<file path="src/rtl/pwmtb_pkg.sv">
package pwmtb_pkg;
  localparam int PRE_W = 4;

  typedef enum logic [1:0] {
    PSC_DIV1     = 2'b00,
    PSC_DIV4     = 2'b01,
    PSC_DIV16    = 2'b10,
    PSC_DIV16_HI = 2'b11
  } psc_sel_e;

  // last prescaler count before a fine step is issued
  function automatic logic [PRE_W-1:0] psc_last(psc_sel_e sel);
    case (sel)
      PSC_DIV1: return PRE_W'(0);
      PSC_DIV4: return PRE_W'(3);
      default:  return PRE_W'(15);
    endcase
  endfunction
endpackage

</file>
<file path="src/rtl/pwmtb_regs.sv">
module pwmtb_regs
  import pwmtb_pkg::*;
#(
  parameter int CNT_W  = 8,
  parameter int DUTY_W = 10
) (
  input  logic              clk,
  input  logic              rst_n,
  input  logic              per_we,
  input  logic [CNT_W-1:0]  per_wdata,
  input  logic              duty_we,
  input  logic [DUTY_W-1:0] duty_wdata,
  input  logic              psc_we,
  input  logic [1:0]        psc_wdata,
  input  logic              load,
  output logic [CNT_W-1:0]  per_sh,
  output logic [DUTY_W-1:0] duty_sh,
  output psc_sel_e          psc_sh
);
  logic [CNT_W-1:0]  per_hold;
  logic [DUTY_W-1:0] duty_hold;
  psc_sel_e          psc_hold;

  // holding registers: written at any time
  always_ff @(posedge clk or negedge rst_n) begin
    if (!rst_n) begin
      per_hold  <= '0;
      duty_hold <= '0;
      psc_hold  <= PSC_DIV1;
    end else begin
      if (per_we)  per_hold  <= per_wdata;
      if (duty_we) duty_hold <= duty_wdata;
      if (psc_we)  psc_hold  <= psc_sel_e'(psc_wdata);
    end
  end

  // active registers: copied only when a period ends
  always_ff @(posedge clk or negedge rst_n) begin
    if (!rst_n) begin
      per_sh  <= '0;
      duty_sh <= '0;
      psc_sh  <= PSC_DIV1;
    end else if (load) begin
      per_sh  <= per_hold;
      duty_sh <= duty_hold;
      psc_sh  <= psc_hold;
    end
  end
endmodule

</file>
<file path="src/rtl/pwmtb_prescale.sv">
module pwmtb_prescale
  import pwmtb_pkg::*;
(
  input  logic     clk,
  input  logic     rst_n,
  input  psc_sel_e sel,
  output logic     step
);
  logic [PRE_W-1:0] pre_q;

  assign step = (pre_q == psc_last(sel));

  always_ff @(posedge clk or negedge rst_n) begin
    if (!rst_n)    pre_q <= '0;
    else if (step) pre_q <= '0;
    else           pre_q <= pre_q + PRE_W'(1);
  end
endmodule

</file>
<file path="src/rtl/pwmtb_timebase.sv">
module pwmtb_timebase #(
  parameter int CNT_W = 8,
  parameter int SUB_W = 2,
  localparam int POS_W = CNT_W + SUB_W
) (
  input  logic             clk,
  input  logic             rst_n,
  input  logic             step,
  input  logic [CNT_W-1:0] per_sh,
  output logic [CNT_W-1:0] cnt_q,
  output logic [POS_W-1:0] fine_pos,
  output logic             wrap
);
  logic [SUB_W-1:0] sub_q;
  logic             sub_roll;

  assign sub_roll = step && (&sub_q);
  assign wrap     = sub_roll && (cnt_q == per_sh);
  assign fine_pos = {cnt_q, sub_q};

  always_ff @(posedge clk or negedge rst_n) begin
    if (!rst_n) begin
      sub_q <= '0;
      cnt_q <= '0;
    end else if (step) begin
      sub_q <= sub_q + SUB_W'(1);
      if (wrap)          cnt_q <= '0;
      else if (sub_roll) cnt_q <= cnt_q + CNT_W'(1);
    end
  end
endmodule

</file>
<file path="src/rtl/pwmtb_cmp.sv">
module pwmtb_cmp #(
  parameter int DUTY_W = 10
) (
  input  logic [DUTY_W-1:0] fine_pos,
  input  logic [DUTY_W-1:0] duty_sh,
  output logic              level
);
  // active while the fine position is still below the duty value
  assign level = (fine_pos < duty_sh);
endmodule

</file>
<file path="src/rtl/pwmtb_top.sv">
module pwmtb_top
  import pwmtb_pkg::*;
#(
  parameter int CNT_W  = 8,
  parameter int SUB_W  = 2,
  localparam int DUTY_W = CNT_W + SUB_W
) (
  input  logic              clk,
  input  logic              rst_n,
  input  logic              per_we,
  input  logic [CNT_W-1:0]  per_wdata,
  input  logic              duty_we,
  input  logic [DUTY_W-1:0] duty_wdata,
  input  logic              psc_we,
  input  logic [1:0]        psc_wdata,
  output logic              pwm_out,
  output logic              period_start
);
  logic [CNT_W-1:0]  per_sh;
  logic [DUTY_W-1:0] duty_sh;
  psc_sel_e          psc_sh;
  logic              step;
  logic              wrap;
  logic [CNT_W-1:0]  cnt_q;
  logic [DUTY_W-1:0] fine_pos;
  logic              strobe_q;

  pwmtb_regs #(.CNT_W(CNT_W), .DUTY_W(DUTY_W)) u_regs (
    .clk(clk), .rst_n(rst_n),
    .per_we(per_we), .per_wdata(per_wdata),
    .duty_we(duty_we), .duty_wdata(duty_wdata),
    .psc_we(psc_we), .psc_wdata(psc_wdata),
    .load(wrap),
    .per_sh(per_sh), .duty_sh(duty_sh), .psc_sh(psc_sh)
  );

  pwmtb_prescale u_pre (
    .clk(clk), .rst_n(rst_n), .sel(psc_sh), .step(step)
  );

  pwmtb_timebase #(.CNT_W(CNT_W), .SUB_W(SUB_W)) u_tb (
    .clk(clk), .rst_n(rst_n), .step(step), .per_sh(per_sh),
    .cnt_q(cnt_q), .fine_pos(fine_pos), .wrap(wrap)
  );

  pwmtb_cmp #(.DUTY_W(DUTY_W)) u_cmp (
    .fine_pos(fine_pos), .duty_sh(duty_sh), .level(pwm_out)
  );

  always_ff @(posedge clk or negedge rst_n) begin
    if (!rst_n) strobe_q <= 1'b0;
    else        strobe_q <= wrap;
  end

  assign period_start = strobe_q;
endmodule

</file>
<file path="config.mk">
export PLATFORM = sky130hd
export DESIGN_NAME = pwmtb_top
export DESIGN_NICKNAME = d
export VERILOG_FILES = /design/src/rtl/pwmtb_pkg.sv /design/src/rtl/pwmtb_regs.sv /design/src/rtl/pwmtb_prescale.sv /design/src/rtl/pwmtb_timebase.sv /design/src/rtl/pwmtb_cmp.sv /design/src/rtl/pwmtb_top.sv
export SDC_FILE = /design/constraint.sdc
export NUM_CORES = 1
export LEC_CHECK = 0
export CAP_MARGIN = 20
export CORE_AREA = 4 4 74 76
export CTS_CLUSTER_DIAMETER = 100
export DETAILED_ROUTE_END_ITERATION = 12
export DIE_AREA = 0 0 78 80
export GPL_TIMING_DRIVEN = 0
export PLACE_DENSITY_LB_ADDON = 0.08
export SLEW_MARGIN = 25
export SYNTH_ARGS = -nofsm -noshare
export SYNTH_HDL_FRONTEND = slang
export SYNTH_SLANG_ARGS = --single-unit
</file>
<file path="constraint.sdc">
create_clock -name clk -period 2.14 [get_ports clk]
set_input_delay 0.428 -clock clk [delete_from_list [all_inputs] [get_ports clk]]
set_output_delay 0.428 -clock clk [all_outputs]
set_load 0.02 [all_outputs]
</file>
======== Word-level counts from Yosys, hierarchy flattened ========
Cells that the tools add are included.
cells by class
  bitwise operators ....................... 0
  eq/ne operators ......................... 3
  multiplexer cells ....................... 4
  add/subtract/negate cells ............... 3
  shift-type cells ........................ 0
  multiply operators ...................... 0
  reductions and logical operators ........ 6
  order comparisons ....................... 1
  div/mod/pow operators ................... 0
operators by type and width
  cell                                                             number
  8-bit two-way mux                                                2
  10-bit less-than comparator                                      1
  8-bit by 1-bit adder with 8-bit output, second input constant    1
  8-bit == test                                                    1
  4-bit case mux with 2 select lines                               1
  4-bit by 1-bit adder with 4-bit output, second input constant    1
  4-bit == test                                                    1
  4-bit two-way mux                                                1
  2-bit AND reduction                                              2
  2-bit by 1-bit adder with 2-bit output, second input constant    1
  2-bit by 1-bit == test with 1-bit output, second input constant  1
  1-bit logical AND                                                2
  2-bit zero test                                                  1
  2-bit nonzero test                                               1
storage, ports and cells
  output and inout bits ................... 2
  bits in writable memories ............... 0
  ROM bits ................................ 0
  bits in latches ......................... 0
  register bits after elaboration ......... 55
  memories kept ........................... 0

======== Depth between registers and ports, before layout ========
  depth after elaboration ................. 7
  depth in mapped cells ................... 7
  gate-level depth less buffers ........... 6

======== Modules after synthesis ========
From an unflattened synthesis, not the netlist that was laid out.
second synthesis, totals
  cells, all modules ...................... 204
  area total of the unflattened synthesis .. 2698.8 µm²
modules (own cells, without submodules)
  module          cells each  seq. area each (µm²)  area each (µm²)  times used
  pwmtb_regs      84          1001.0                1571.5           1
  pwmtb_timebase  70          250.2                 683.2            1
  pwmtb_cmp       32          0.0                   235.2            1
  pwmtb_prescale  17          100.1                 183.9            1
  pwmtb_top       1           25.0                  25.0             1

======== Worst setup path before layout ========
No wires, ideal clock.
  path kind ............................... flip-flop to flip-flop
  from .................................... register u_pre.pre_q[0]
  to ...................................... register u_regs.duty_sh[0]
  period minus slack after synthesis ...... 1.849 ns
  stages on the path, launching flop included .. 8
  setup time .............................. 0.125 ns
  arrival time ............................ 1.724 ns
  buffers on the path ..................... 2
  slack ................................... 0.291 ns
  path through ............................ dfrtp_1 > or3_1 > a21boi_2 > o21ai_2 > nand2b_1 > buf_6 > buf_6 > mux2_4
on the way
  longest elaborated chain between the ends .. 3
RTL lines
  item                    line                  source
  start, declared         pwmtb_prescale.sv:9   logic [PRE_W-1:0] pre_q;
  start signal, assigned  pwmtb_prescale.sv:16  else pre_q <= pre_q + PRE_W'(1);
  4-bit == test           pwmtb_prescale.sv:11  assign step = (pre_q == psc_last(sel));
  1-bit logical AND       pwmtb_timebase.sv:17  assign sub_roll = step && (&sub_q);
  1-bit logical AND       pwmtb_timebase.sv:18  assign wrap = sub_roll && (cnt_q == per_sh);
  end signal, assigned    pwmtb_regs.sv:45      duty_sh <= duty_hold;
  end, declared           pwmtb_regs.sv:17      output logic [DUTY_W-1:0] duty_sh,
No other way between the ends.
A chain may end at the register's enable or synchronous reset.

======== Final worst setup path ========
  from .................................... register u_tb.cnt_q[0]
  to ...................................... output port pwm_out
on the way
  longest elaborated chain between the ends .. 1
RTL lines
  item                         line                  source
  start, declared              pwmtb_timebase.sv:10  output logic [CNT_W-1:0] cnt_q,
  start signal, assigned       pwmtb_timebase.sv:28  else if (sub_roll) cnt_q <= cnt_q + CNT_W'(1);
  10-bit less-than comparator  pwmtb_cmp.sv:9        assign level = (fine_pos < duty_sh);
  end, declared                pwmtb_top.sv:16       output logic pwm_out,
No other way between the ends.

==> impl_summary.log <==
INFO  metric run_status = finished, violations left
INFO  metric violations = negative setup slack
INFO  metric clock-root-buffer = sky130_fd_sc_hd__clkbuf_8
INFO  metric cts.sinks = 55
INFO  metric yosys_register_bits = between 50 and 60
INFO  metric critical-path-max-stage-delay = 0.44 ns
INFO  metric internal_power = 1.858 mW
INFO  metric clock_power_share = 0.238
INFO  metric area_of_the_multi_input_gates = 1205 um2
INFO  metric n_antenna_cell = 0
INFO  metric yosys.area.top_type_share = 0.5304
INFO  metric yosys.area.top_type = sky130_fd_sc_hd__dfrtp_1
INFO  metric clkSlewWorstSetupHoldPaths = 0.10 ns
INFO  metric power_frac_seq = 0.513
INFO  metric grt_start_max_net_pins = 56
INFO  metric layout-area-overhead-vs-synth = 23.96%
INFO  metric holdCritPathClass = input port to async pin
INFO  metric fmaxAchievable = 460.6 MHz
INFO  metric antenna_violating_nets_post_route = 0
INFO  metric power_density = just over 800 nW/um2
INFO  metric postRouteWirelength = a little under 5000 um
INFO  metric post_drt_via_cell_ratio = 5.205
INFO  metric grt_antenna_before_repair = 0
INFO  metric dp_hpwl = 3421 um
INFO  metric first_global_vias = 1715
INFO  metric clk-insertion-delay-late = 0.31 ns
INFO  metric synth_warnings = 0
INFO  metric finalHoldViolations = 0
INFO  metric post-route-period-util = 1.015
INFO  metric layout_commonest_cell = sky130_fd_sc_hd__dfrtp_1
INFO  metric cts_inserted_buffers = 5
INFO  metric synth_cell_type_count = 36
INFO  metric timing.final.setup_violations = 1
INFO  metric cp_data_arrival_time = 1.74 ns
INFO  metric boundaryPins = 27
INFO  metric grt_first_pass_wirelength = 8169 um
INFO  metric finalNetCount = 276
INFO  metric mostFrequentLayoutCells = sky130_fd_sc_hd__dfrtp_1, sky130_fd_sc_hd__clkdlybuf4s50_1, sky130_fd_sc_hd__mux2_2
INFO  metric netSwitchingPower = 0.7619 mW
INFO  metric largest_family_of_logic_cells_by_synthesized_area = multiplexers
INFO  metric power.ir.vdd_worst = 0.0004000 V
INFO  metric final.hold.worst_slack = 0.1508 ns
INFO  metric postSynthAreaPerCell = 13.31 um2
INFO  metric mappedNetlistNets = 232
INFO  metric grt_setup_unrepaired = yes
INFO  metric cellLeakagePower = about 1.5 nW
INFO  metric floorplan.initialDensity = 0.5494
INFO  metric post-route-util = 0.6811
INFO  metric cts_tree = built
INFO  metric crit_path_cell_chain = ha_1 -> nand4_1 -> o221ai_1 -> nand4_1 -> o2bb2ai_2 -> buf_6
INFO  metric skew = 0.007065 ns
INFO  metric gp_routability_congestion = 0.8011
INFO  metric post-route-worst-setup-slack = -0.03115 ns
INFO  metric die_x = 78 um
INFO  metric floorplan.rows = 25
INFO  metric drt_iter0_drc = 70
INFO  metric endpoint_kind = output port
INFO  metric wl_per_cell = 16.03 um
INFO  metric crit_path_max_fanout = 2
INFO  metric netlist_area = 2595 um2
INFO  metric first_pass_iters = 4
INFO  metric die-area = 6240 um2
INFO  metric clock_tree.buffer_depth = 2
INFO  metric regArea = 1384 um2
INFO  metric floorplan.core_area = 4723 um2
INFO  metric post_synth_fa_ha_maj_area_fraction = 0.05786
INFO  metric max-cap-violations = 0
INFO  metric tightest_slew = ~0.7 ns
INFO  metric slowest_stage = sky130_fd_sc_hd__dfrtp_2
INFO  metric synth_mux_area_frac = 0.2025
INFO  metric period_needed = 2.171 ns
INFO  metric critPathKind = register to output port
INFO  metric num_vias = 1598
INFO  metric switching_share = 0.2909
INFO  metric drive_above_1_share = 0.3583
INFO  metric synth_compound_gate_area_share = 0.06075
INFO  metric drcViolationCount = 0
INFO  metric globalRouteOverflowTotal = 0
INFO  metric tightest_slew_margin_relative_to_the_limit = 0.5467
INFO  metric place.port_buffers = 24
INFO  metric yosysSeqAreaShare = 0.5304
INFO  metric critPathRequiredTime = approximately 1.7 ns
INFO  metric filler_cell_count = 354
INFO  metric synthXorXnorAreaFrac = 0.03713
INFO  metric htree_depth = 2
INFO  metric totalPowerFinal = 2.619 mW
INFO  metric timing.critical_path.from_type = register
INFO  metric timing.critical_path.mode_cell = sky130_fd_sc_hd__nand4_1
INFO  metric yosys.area_share.simple = 0.07763
INFO  metric share_comb_of_total_power = 0.249
INFO  metric grt.total_usage = 0.1716
INFO  metric synth_area_leaders = sky130_fd_sc_hd__dfrtp_1, sky130_fd_sc_hd__mux2_4, sky130_fd_sc_hd__mux2_2
INFO  metric syn-instance-count = 195
INFO  metric die_height = 80 um
INFO  metric cts.hold.buffers_added = 0
INFO  metric timing_max_transition_violations_final = 0
-- per-layer routing --
layer	routed length, um	track usage
met5	0	0
met3	150	0.03837
met4	59	0.05245
met2	2473	0.2945
met1	2236	0.2163
-- power groups by stage --
stage               sequential [mW]  clock [mW]  combinational, mW
floorplan                      1.32           0              0.366
global placement               1.36           0              0.458
detailed placement             1.38           0              0.498
CTS                            1.34       0.641              0.595
global route                   1.37       0.690              0.723
finish                         1.34       0.624              0.652
-- cells by family (layout without fill, tap and decap cells) --
logic type / count (synthesis) / after routing
AO/OA/AOI/OAI: 23 / 23
XOR/XNOR: 11 / 11
adder cells (fa/ha/maj): 12 / 12
buffers and inverters: 17 / 62
flip-flops: 55 / 55
multiplexers: 41 / 41
AND/OR/NAND/NOR: 36 / 36
-- sequential cells by signal, indices dropped and copies added, names as in the netlist --
register and count:
u_regs.duty_hold 10, u_regs.duty_sh 10, u_regs.per_hold 8, u_regs.per_sh 8
u_tb.cnt_q 8, u_pre.pre_q 4, u_regs.psc_hold 2, u_regs.psc_sh 2
u_tb.sub_q 2, period_start 1
-- worst paths after layout --
| kind | start | to | slack [ns] | cells after the start |
|---|---|---|---|---|
| min reg2reg | u_regs.psc_hold[1] | u_regs.psc_sh[1] | 0.50 | 1 |
| max | u_tb.cnt_q[0] | pwm_out | -0.03 | 6 |
| max reg2reg | u_tb.cnt_q[3] | u_regs.per_sh[3] | 0.07 | 8 |
| min in group clk | u_regs.psc_hold[1] | u_regs.psc_sh[1] | 0.50 | 1 |
| min | rst_n | u_pre.pre_q[3] | 0.15 | 1 |
| max in group asynchronous | rst_n | u_tb.cnt_q[4] | 1.51 | 1 |
-- synth_stat cells --
master / number
sky130_fd_sc_hd__nor4_2: 2
sky130_fd_sc_hd__nor3_1: 3
sky130_fd_sc_hd__a21boi_2: 1
sky130_fd_sc_hd__a21boi_1: 1
sky130_fd_sc_hd__a21oi_1: 5
sky130_fd_sc_hd__a2bb2oi_1: 1
sky130_fd_sc_hd__buf_6: 3
sky130_fd_sc_hd__and2_1: 2
sky130_fd_sc_hd__mux2_4: 17
sky130_fd_sc_hd__or3_1: 2
sky130_fd_sc_hd__o21ai_0: 5
sky130_fd_sc_hd__or2_2: 2
sky130_fd_sc_hd__and3_1: 2
sky130_fd_sc_hd__mux2_1: 3
sky130_fd_sc_hd__inv_1: 11
sky130_fd_sc_hd__xor2_1: 9
sky130_fd_sc_hd__a21o_1: 1
sky130_fd_sc_hd__ha_1: 12
sky130_fd_sc_hd__o311ai_1: 1
sky130_fd_sc_hd__nor2_1: 2
sky130_fd_sc_hd__o2bb2ai_1: 1
sky130_fd_sc_hd__a211oi_1: 1
sky130_fd_sc_hd__o21a_1: 2
sky130_fd_sc_hd__clkbuf_1: 2
sky130_fd_sc_hd__o21ai_2: 1
sky130_fd_sc_hd__buf_2: 1
sky130_fd_sc_hd__nand2_1: 9
sky130_fd_sc_hd__xnor2_1: 2
sky130_fd_sc_hd__o221ai_1: 1
sky130_fd_sc_hd__o31ai_1: 1
sky130_fd_sc_hd__nand4_1: 4
sky130_fd_sc_hd__dfrtp_1: 55
sky130_fd_sc_hd__mux2_2: 21
sky130_fd_sc_hd__nand2b_1: 4
sky130_fd_sc_hd__o211ai_1: 1
sky130_fd_sc_hd__nand3_1: 4
-- per-stage QoR --
step	worst slack (ns)	cell area (um2)	instances	setup TNS, ns
2_1_floorplan	0.2907	2595	195	0
3_3_place_gp	-0.9047	2919	286	-49.82
3_5_place_dp	-0.3202	2917	286	-0.3202
4_1_cts	-0.01229	3134	300	-0.01229
5_1_grt	-0.09813	3217	307	-0.7157
6_report	-0.03115	3217	307	-0.03115
-- worst max-delay path: cells and delay by family (launching register included) --
family / cells / cell delay (ns)
AO/OA/AOI/OAI: 2 / 0.35
adder cells (fa/ha/maj): 1 / 0.29
buffers and inverters: 1 / 0.13
flip-flops: 1 / 0.44
AND/OR/NAND/NOR: 2 / 0.23
-- cell type report --
| class | instances | area share |
|---|---|---|
| plain buffers | 6 | 0.01828 |
| well taps | 67 | 0.02606 |
| repair buffers | 37 | 0.1058 |
| clock buffers | 7 | 0.02995 |
| inverters | 11 | 0.01284 |
| clock inverters | 1 | 0.002334 |
| flip-flops and latches | 55 | 0.4302 |
| multi-input cells | 123 | 0.3746 |
-- repair_timing --
| action | 4_1_cts | 5_1_grt |
|---|---|---|
| gates resized for setup | 18 | 8 |
| setup buffers | 6 | 7 |
| endpoints found under the setup margin | 1 | 18 |
| pin swaps | 6 | 5 |
Power figures use the tool's default switching activity.
